`src/rtl/dsp_periph_pkg.sv`:
```
package dsp_periph_pkg;
   typedef enum logic [2:0] {
      PSEL_NONE   = 3'd0,
      PSEL_STATUS = 3'd1,
      PSEL_IDLE   = 3'd2,
      PSEL_DMA    = 3'd3,
      PSEL_ZERO   = 3'd4
   } psel_e;

   localparam int ABORT_POS = 0;
   localparam int START_POS = 1;
   localparam int EOL_POS   = 7;
   localparam int LAT_CNT   = 2;
endpackage

```
`src/rtl/dpr_decode.sv`:
```
module dpr_decode
   import dsp_periph_pkg::*;
#(
   parameter int              ADDR_W      = 24,
   parameter logic [23:0]     STATUS_ADDR = 24'hFFFFC5,
   parameter logic [23:0]     IDLE_ADDR   = 24'hFFFFC4,
   parameter logic [23:0]     DMA_BASE    = 24'hFFFFD4,
   parameter logic [23:0]     ZERO_ADDR   = 24'hFFFFB3
) (
   input  logic [ADDR_W-1:0] addr,
   output psel_e             psel,
   output logic [1:0]        dma_idx
);
   initial begin
      if (ADDR_W < 3 || ADDR_W > 24) $error("dpr_decode: ADDR_W out of range");
      if (DMA_BASE[1:0] != 2'b00) $error("dpr_decode: DMA_BASE must be 4-aligned");
   end

   always_comb begin
      psel    = PSEL_NONE;
      dma_idx = addr[1:0];
      if (addr == STATUS_ADDR[ADDR_W-1:0])
         psel = PSEL_STATUS;
      else if (addr == IDLE_ADDR[ADDR_W-1:0])
         psel = PSEL_IDLE;
      else if (addr == ZERO_ADDR[ADDR_W-1:0])
         psel = PSEL_ZERO;
      else if (addr[ADDR_W-1:2] == DMA_BASE[ADDR_W-1:2])
         psel = PSEL_DMA;
   end
endmodule

```
`src/rtl/dpr_irq_status.sv`:
```
module dpr_irq_status
   import dsp_periph_pkg::*;
#(
   parameter int DATA_W  = 24,
   parameter int LAT_W   = LAT_CNT,
   parameter int EOL_BIT = EOL_POS
) (
   input  logic              clk,
   input  logic              rst_n,
   input  logic [LAT_W-1:0]  evt_vec,
   input  logic              eol_evt,
   input  logic              clr_we,
   input  logic [DATA_W-1:0] clr_data,
   output logic [DATA_W-1:0] status_word
);
   initial begin
      if (LAT_W < 1 || LAT_W > EOL_BIT) $error("dpr_irq_status: LAT_W must be 1..EOL_BIT");
      if (EOL_BIT >= DATA_W) $error("dpr_irq_status: EOL_BIT outside data word");
   end

   logic [LAT_W-1:0] lat_q;
   logic             eol_q;

   for (genvar g = 0; g < LAT_W; g++) begin : g_lat
      always_ff @(posedge clk) begin
         if (!rst_n)
            lat_q[g] <= 1'b0;
         else if (evt_vec[g])
            lat_q[g] <= 1'b1;
         else if (clr_we && clr_data[g])
            lat_q[g] <= 1'b0;
      end
   end

   always_ff @(posedge clk) begin
      if (!rst_n)
         eol_q <= 1'b0;
      else if (eol_evt)
         eol_q <= 1'b1;
      else if (clr_we && clr_data[EOL_BIT])
         eol_q <= 1'b0;
   end

   always_comb begin
      status_word                = '0;
      status_word[LAT_W-1:0]     = lat_q;
      status_word[EOL_BIT]       = eol_q;
   end


   evt_win_chk: assert property (@(posedge clk) disable iff (!rst_n)
      (evt_vec != '0) |=> ((lat_q & $past(evt_vec)) == $past(evt_vec)));


   eol_clr_chk: assert property (@(posedge clk) disable iff (!rst_n)
      (clr_we && clr_data[EOL_BIT] && !eol_evt) |=> !eol_q);


   eol_set_chk: assert property (@(posedge clk) disable iff (!rst_n)
      eol_evt |=> eol_q);
endmodule

```
`src/rtl/dpr_dma_timer.sv`:
```
module dpr_dma_timer #(
   parameter int RETIRE_STEPS = 3
) (
   input  logic clk,
   input  logic rst_n,
   input  logic step_ok,
   input  logic running,
   output logic retire
);
   localparam int CNT_W = (RETIRE_STEPS < 2) ? 1 : $clog2(RETIRE_STEPS);
   localparam logic [CNT_W-1:0] LAST = CNT_W'(RETIRE_STEPS - 1);

   initial begin
      if (RETIRE_STEPS < 1) $error("dpr_dma_timer: RETIRE_STEPS must be >= 1");
   end

   logic [CNT_W-1:0] cnt_q;

   always_ff @(posedge clk) begin
      if (!rst_n) begin
         cnt_q  <= '0;
         retire <= 1'b0;
      end else begin
         retire <= 1'b0;
         if (!running) begin
            cnt_q <= '0;
         end else if (step_ok) begin
            if (cnt_q == LAST) begin
               cnt_q  <= '0;
               retire <= 1'b1;
            end else begin
               cnt_q <= cnt_q + 1'b1;
            end
         end
      end
   end


   retire_src_chk: assert property (@(posedge clk) disable iff (!rst_n)
      retire |-> ($past(running) && $past(step_ok)));


   cnt_bound_chk: assert property (@(posedge clk) disable iff (!rst_n)
      cnt_q <= LAST);


   retire_single_chk: assert property (@(posedge clk) disable iff (!rst_n)
      (retire && RETIRE_STEPS > 1) |=> !retire);
endmodule

```
`src/rtl/dsp_periph_regs.sv`:
```
module dsp_periph_regs
   import dsp_periph_pkg::*;
#(
   parameter int          ADDR_W       = 24,
   parameter int          DATA_W       = 24,
   parameter int          RETIRE_STEPS = 3,
   parameter logic [23:0] FILL_VALUE   = 24'h0ABABA,
   parameter logic [23:0] STATUS_ADDR  = 24'hFFFFC5,
   parameter logic [23:0] IDLE_ADDR    = 24'hFFFFC4,
   parameter logic [23:0] DMA_BASE     = 24'hFFFFD4,
   parameter logic [23:0] ZERO_ADDR    = 24'hFFFFB3
) (
   input  logic              clk,
   input  logic              rst_n,
   input  logic [ADDR_W-1:0] pbus_addr,
   input  logic              pbus_wr,
   input  logic              pbus_rd,
   input  logic [DATA_W-1:0] pbus_wdata,
   output logic [DATA_W-1:0] pbus_rdata,
   input  logic              step_strobe,
   output logic              core_idle,
   input  logic              frame_start_evt,
   input  logic              frame_abort_evt,
   input  logic              dma_eol_evt,
   input  logic              dma_running,
   output logic              dma_retire,
   output logic [1:0]        dma_sel,
   output logic              dma_wr,
   output logic              dma_rd,
   output logic [DATA_W-1:0] dma_wdata,
   input  logic [DATA_W-1:0] dma_rdata
);
   initial begin
      if (DATA_W < 8 || DATA_W > 24) $error("dsp_periph_regs: DATA_W must be 8..24");
   end

   psel_e             psel;
   logic [1:0]        dma_idx;
   logic [DATA_W-1:0] status_word;
   logic [LAT_CNT-1:0] lat_evt;
   logic              any_evt;
   logic              step_ok;

   dpr_decode #(
      .ADDR_W      (ADDR_W),
      .STATUS_ADDR (STATUS_ADDR),
      .IDLE_ADDR   (IDLE_ADDR),
      .DMA_BASE    (DMA_BASE),
      .ZERO_ADDR   (ZERO_ADDR)
   ) u_decode (
      .addr    (pbus_addr),
      .psel    (psel),
      .dma_idx (dma_idx)
   );

   always_comb begin
      lat_evt            = '0;
      lat_evt[ABORT_POS] = frame_abort_evt;
      lat_evt[START_POS] = frame_start_evt;
   end

   dpr_irq_status #(
      .DATA_W  (DATA_W),
      .LAT_W   (LAT_CNT),
      .EOL_BIT (EOL_POS)
   ) u_status (
      .clk         (clk),
      .rst_n       (rst_n),
      .evt_vec     (lat_evt),
      .eol_evt     (dma_eol_evt),
      .clr_we      (pbus_wr && (psel == PSEL_STATUS)),
      .clr_data    (pbus_wdata),
      .status_word (status_word)
   );

   assign any_evt = frame_start_evt | frame_abort_evt | dma_eol_evt;
   assign step_ok = step_strobe & ~core_idle;

   always_ff @(posedge clk) begin
      if (!rst_n)
         core_idle <= 1'b0;
      else if (any_evt)
         core_idle <= 1'b0;
      else if (pbus_wr && (psel == PSEL_IDLE) && pbus_wdata[0])
         core_idle <= 1'b1;
   end

   dpr_dma_timer #(
      .RETIRE_STEPS (RETIRE_STEPS)
   ) u_timer (
      .clk     (clk),
      .rst_n   (rst_n),
      .step_ok (step_ok),
      .running (dma_running),
      .retire  (dma_retire)
   );

   assign dma_sel   = dma_idx;
   assign dma_wr    = pbus_wr && (psel == PSEL_DMA);
   assign dma_rd    = pbus_rd && (psel == PSEL_DMA);
   assign dma_wdata = pbus_wdata;

   always_ff @(posedge clk) begin
      if (!rst_n) begin
         pbus_rdata <= '0;
      end else if (pbus_rd) begin
         case (psel)
            PSEL_STATUS: pbus_rdata <= status_word;
            PSEL_DMA:    pbus_rdata <= dma_rdata;
            PSEL_ZERO:   pbus_rdata <= '0;
            default:     pbus_rdata <= FILL_VALUE[DATA_W-1:0];
         endcase
      end
   end


   idle_set_chk: assert property (@(posedge clk) disable iff (!rst_n)
      $rose(core_idle) |-> $past(pbus_wr && (pbus_addr == IDLE_ADDR[ADDR_W-1:0]) && pbus_wdata[0]));


   idle_wake_chk: assert property (@(posedge clk) disable iff (!rst_n)
      (frame_start_evt || frame_abort_evt || dma_eol_evt) |=> !core_idle);


   dma_excl_chk: assert property (@(posedge clk) disable iff (!rst_n)
      dma_wr |-> (pbus_addr[ADDR_W-1:2] == DMA_BASE[ADDR_W-1:2]));
endmodule

```
`config.mk`:
```
export PLATFORM = sky130hd
export DESIGN_NAME = dsp_periph_regs
export DESIGN_NICKNAME = d
export VERILOG_FILES = /design/src/rtl/dsp_periph_pkg.sv /design/src/rtl/dpr_decode.sv /design/src/rtl/dpr_irq_status.sv /design/src/rtl/dpr_dma_timer.sv /design/src/rtl/dsp_periph_regs.sv
export SDC_FILE = /design/constraint.sdc
export NUM_CORES = 1
export LEC_CHECK = 0
export ABC_AREA = 1
export ABC_CLOCK_PERIOD_IN_PS = 1200
export BUFFER_PORTS_ARGS = -buffer_cell sky130_fd_sc_hd__buf_2
export CORE_ASPECT_RATIO = 0.5
export CORE_MARGIN = 1.5
export CORE_UTILIZATION = 35
export DETAILED_ROUTE_END_ITERATION = 6
export PLACE_DENSITY = 0.72
export SYNTH_ARGS = -nofsm -noshare
export SYNTH_HDL_FRONTEND = slang
export SYNTH_SLANG_ARGS = --single-unit
```
`constraint.sdc`:
```
create_clock -name clk -period 1.2 [get_ports clk]
set_input_delay 0.06 -clock clk [delete_from_list [all_inputs] [get_ports clk]]
set_output_delay 0.06 -clock clk [all_outputs]
set_load 0.01 [all_outputs]
```
==> summary.txt <==
Final ANT Viol Nets - 0
total global-route track usage - 0.164
Max clock buf depth - 2
CTS tree - yes
Psw - 0.543 mW
P per Cell Area - 994 mW/mm^2
Arrival @ worst endpoint - 1040 ps
initial core utilization - 0.380
Setup Skew - 2.06 ps
endpoints failing setup - 0
Post-Syn Nets - 325
worst min path class - primary input to flip-flop
final critical-path required period - 1100 ps
Syn. warnings - 0
Sw Share - 0.247
chip height - 52.8 um
Max Fclk - 0.911 GHz
die width - 103 um
# H-tree levels - 2
number of global-route vias before repair - 1644
Reg clk slew, reported paths - 60 ps
status - complete, no violations
area grow syn2layout - 27.4%
Clk network pwr share - 0.370
syn_area_per_cell - 7.12 sq um
Internal Power - 1.66 mW
total grt overflow - 0
Hold WS - 26.1 ps
post-route cell area - 0.00221 sq mm
# diodes - 0
R2R Setup Slk - 240 ps
cts hold-fix bufs - 0
initial antenna violation count - 0
DR WL/cell - 11.3 um
Area after DPL - 0.00211 sq mm
post-synthesis cell count - 244
Gates resized, CTS repair - 0
post-DR vias/cell - 4.54
Pleak - 1.09 nW
Worst VDD drop - 0.000319 V
slew margin rel. - 0.813
R2R cell count - 5
# rows - 17
register area share after synthesis - 0.357
core area - 0.00457 sq mm
Max Cap Viol - 0
Routed WL - 4320 um
CTS Buf Count - 5
proportion of layout cells with a drive suffix above 1 - 0.432
final net count - 398
Yosys cell types - 23
pin count of the biggest net entering global routing - 26
Crit. End Element - output pin
crit share post-route - 0.914
Placer Congestion - 0.803
1st-iter DRT viols - 48
Synth Cell Area - 0.00174 sq mm
Port Buffers - 92
Pre-antenna DRT Iters - 4
post-CTS setup buffer count - 0
hold depth - 3
clock latency on the worst-skew pair - 270 ps
drt drc - 0
Worst Tran Pin Value - 280 ps
Worst setup SP type - primary input
Comb pwr share - 0.137
final max-slew violation count - 0
detailed-route via count - 1740
Sink Count - 31
CP Max Fanout - 12
HPWL after DPL - 3390 um
Critical Path RT - 1140 ps
CP Class - primary input to output pin
Die Footprint - 0.00542 sq mm
Flop pwr share - 0.494
CTS root buf - clkbuf_8
first-pass GRT wire length - 6840 um
Final Hold Vio Count - 0
flops & latches, synth - 31
I/O pins - 135
==> power groups by stage <==
stage	Combinational [mW]	Sequential [mW]	Clock [mW]
after CTS	0.301	1.08	0.836
after global routing	0.341	1.09	0.886
after detailed placement	0.299	1.11	0
after floorplan	0.197	1.12	0
final	0.301	1.09	0.813
after global placement	0.291	1.11	0
==> worst paths after layout <==
path                       to              from
max reg2reg  u_timer.cnt_q[0]         core_idle
min            pbus_rdata[21]     dma_rdata[21]
max                    dma_rd     pbus_addr[11]
min reg2reg    u_timer.retire  u_timer.cnt_q[0]
==> cells in the final DEF (no fill, tap or decap), drive strengths merged <==
cell / synthesis / layout
buf: 29 / 101
inv: 26 / 26
dfxtp: 31 / 31
clkinv: 0 / 1
nand2: 53 / 53
clkbuf: 6 / 6
nand4: 5 / 5
nor4: 2 / 2
nand3b: 2 / 2
or2: 1 / 1
a21oi: 27 / 27
nor2: 26 / 26
nand3: 11 / 11
nor3b: 1 / 1
o21ai: 23 / 23
a211oi: 1 / 1
==> routing by layer <==
metal,wire (um),vias up,GRT usage
met5,0,-,0
met4,82,0,0.0708
met3,219,14,0.0467
met2,2210,53,0.292
met1,1810,773,0.187
li1,-,900,-
==> flip-flops by register name, indices dropped and copies added, names as in the netlist <==
name	count
u_status.status_word	2
core_idle	1
u_timer.cnt_q	2
u_timer.retire	1
pbus_rdata	24
u_status.eol_q	1
==> metrics by stage <==
stage	setup TNS, ps	setup slack, ps	util	power [mW]	cells
floorplan	0	175	-	1.32	244
global placement	-74.1	-19.5	0.461	1.40	376
detailed placement	-635	-76.1	0.461	1.41	376
CTS	0	38.6	0.480	2.22	383
global route	-11.6	-9.62	0.484	2.32	383
finish	0	103	0.484	2.20	383
==> cell usage after synthesis <==
| master | instances | share of area |
|---|---|---|
| nor4_1 | 2 | 0.0072 |
| a21oi_1 | 18 | 0.052 |
| a211oi_1 | 1 | 0.0043 |
| nor2_1 | 20 | 0.043 |
| buf_6 | 1 | 0.0065 |
| clkbuf_1 | 6 | 0.013 |
| nor2_4 | 1 | 0.0065 |
| buf_1 | 1 | 0.0022 |
| o21ai_0 | 23 | 0.066 |
| buf_12 | 1 | 0.012 |
| nand3b_1 | 2 | 0.0086 |
| buf_4 | 26 | 0.11 |
| nor2_2 | 5 | 0.018 |
| a21oi_2 | 9 | 0.045 |
| or2_2 | 1 | 0.0036 |
| nand3_2 | 1 | 0.0058 |
| nand4_1 | 5 | 0.018 |
| nand3_1 | 10 | 0.029 |
| nand2_1 | 43 | 0.093 |
| inv_1 | 26 | 0.056 |
| nand2_2 | 10 | 0.036 |
| dfxtp_1 | 31 | 0.36 |
| nor3b_1 | 1 | 0.0043 |
==> worst max-delay path, cell delays in order <==
cell and delay, ps:
buf_2 70, nand2_1 60, inv_1 50, nand2_1 70
nor2_2 200, nand3_4 120, nor2_4 110, buf_12 150
buf_2 130
==> area by class of cell <==
cell class,count,area (sq um)
clock inverter,1,5.00
clock buffer,6,82.6
tap,66,82.6
sequential,31,621
timing repair buffer,101,541
multi-input combinational,152,783
fill,469,2360
inverter,26,97.6
==> cell families after synthesis <==
group,after synthesis,share of synthesized area
and+or+nand+nor,101,0.273
buffers and inverters,61,0.202
AOI/OAI and AO/OA,51,0.168
DFF,31,0.357
(Power assumes the default switching activity.)
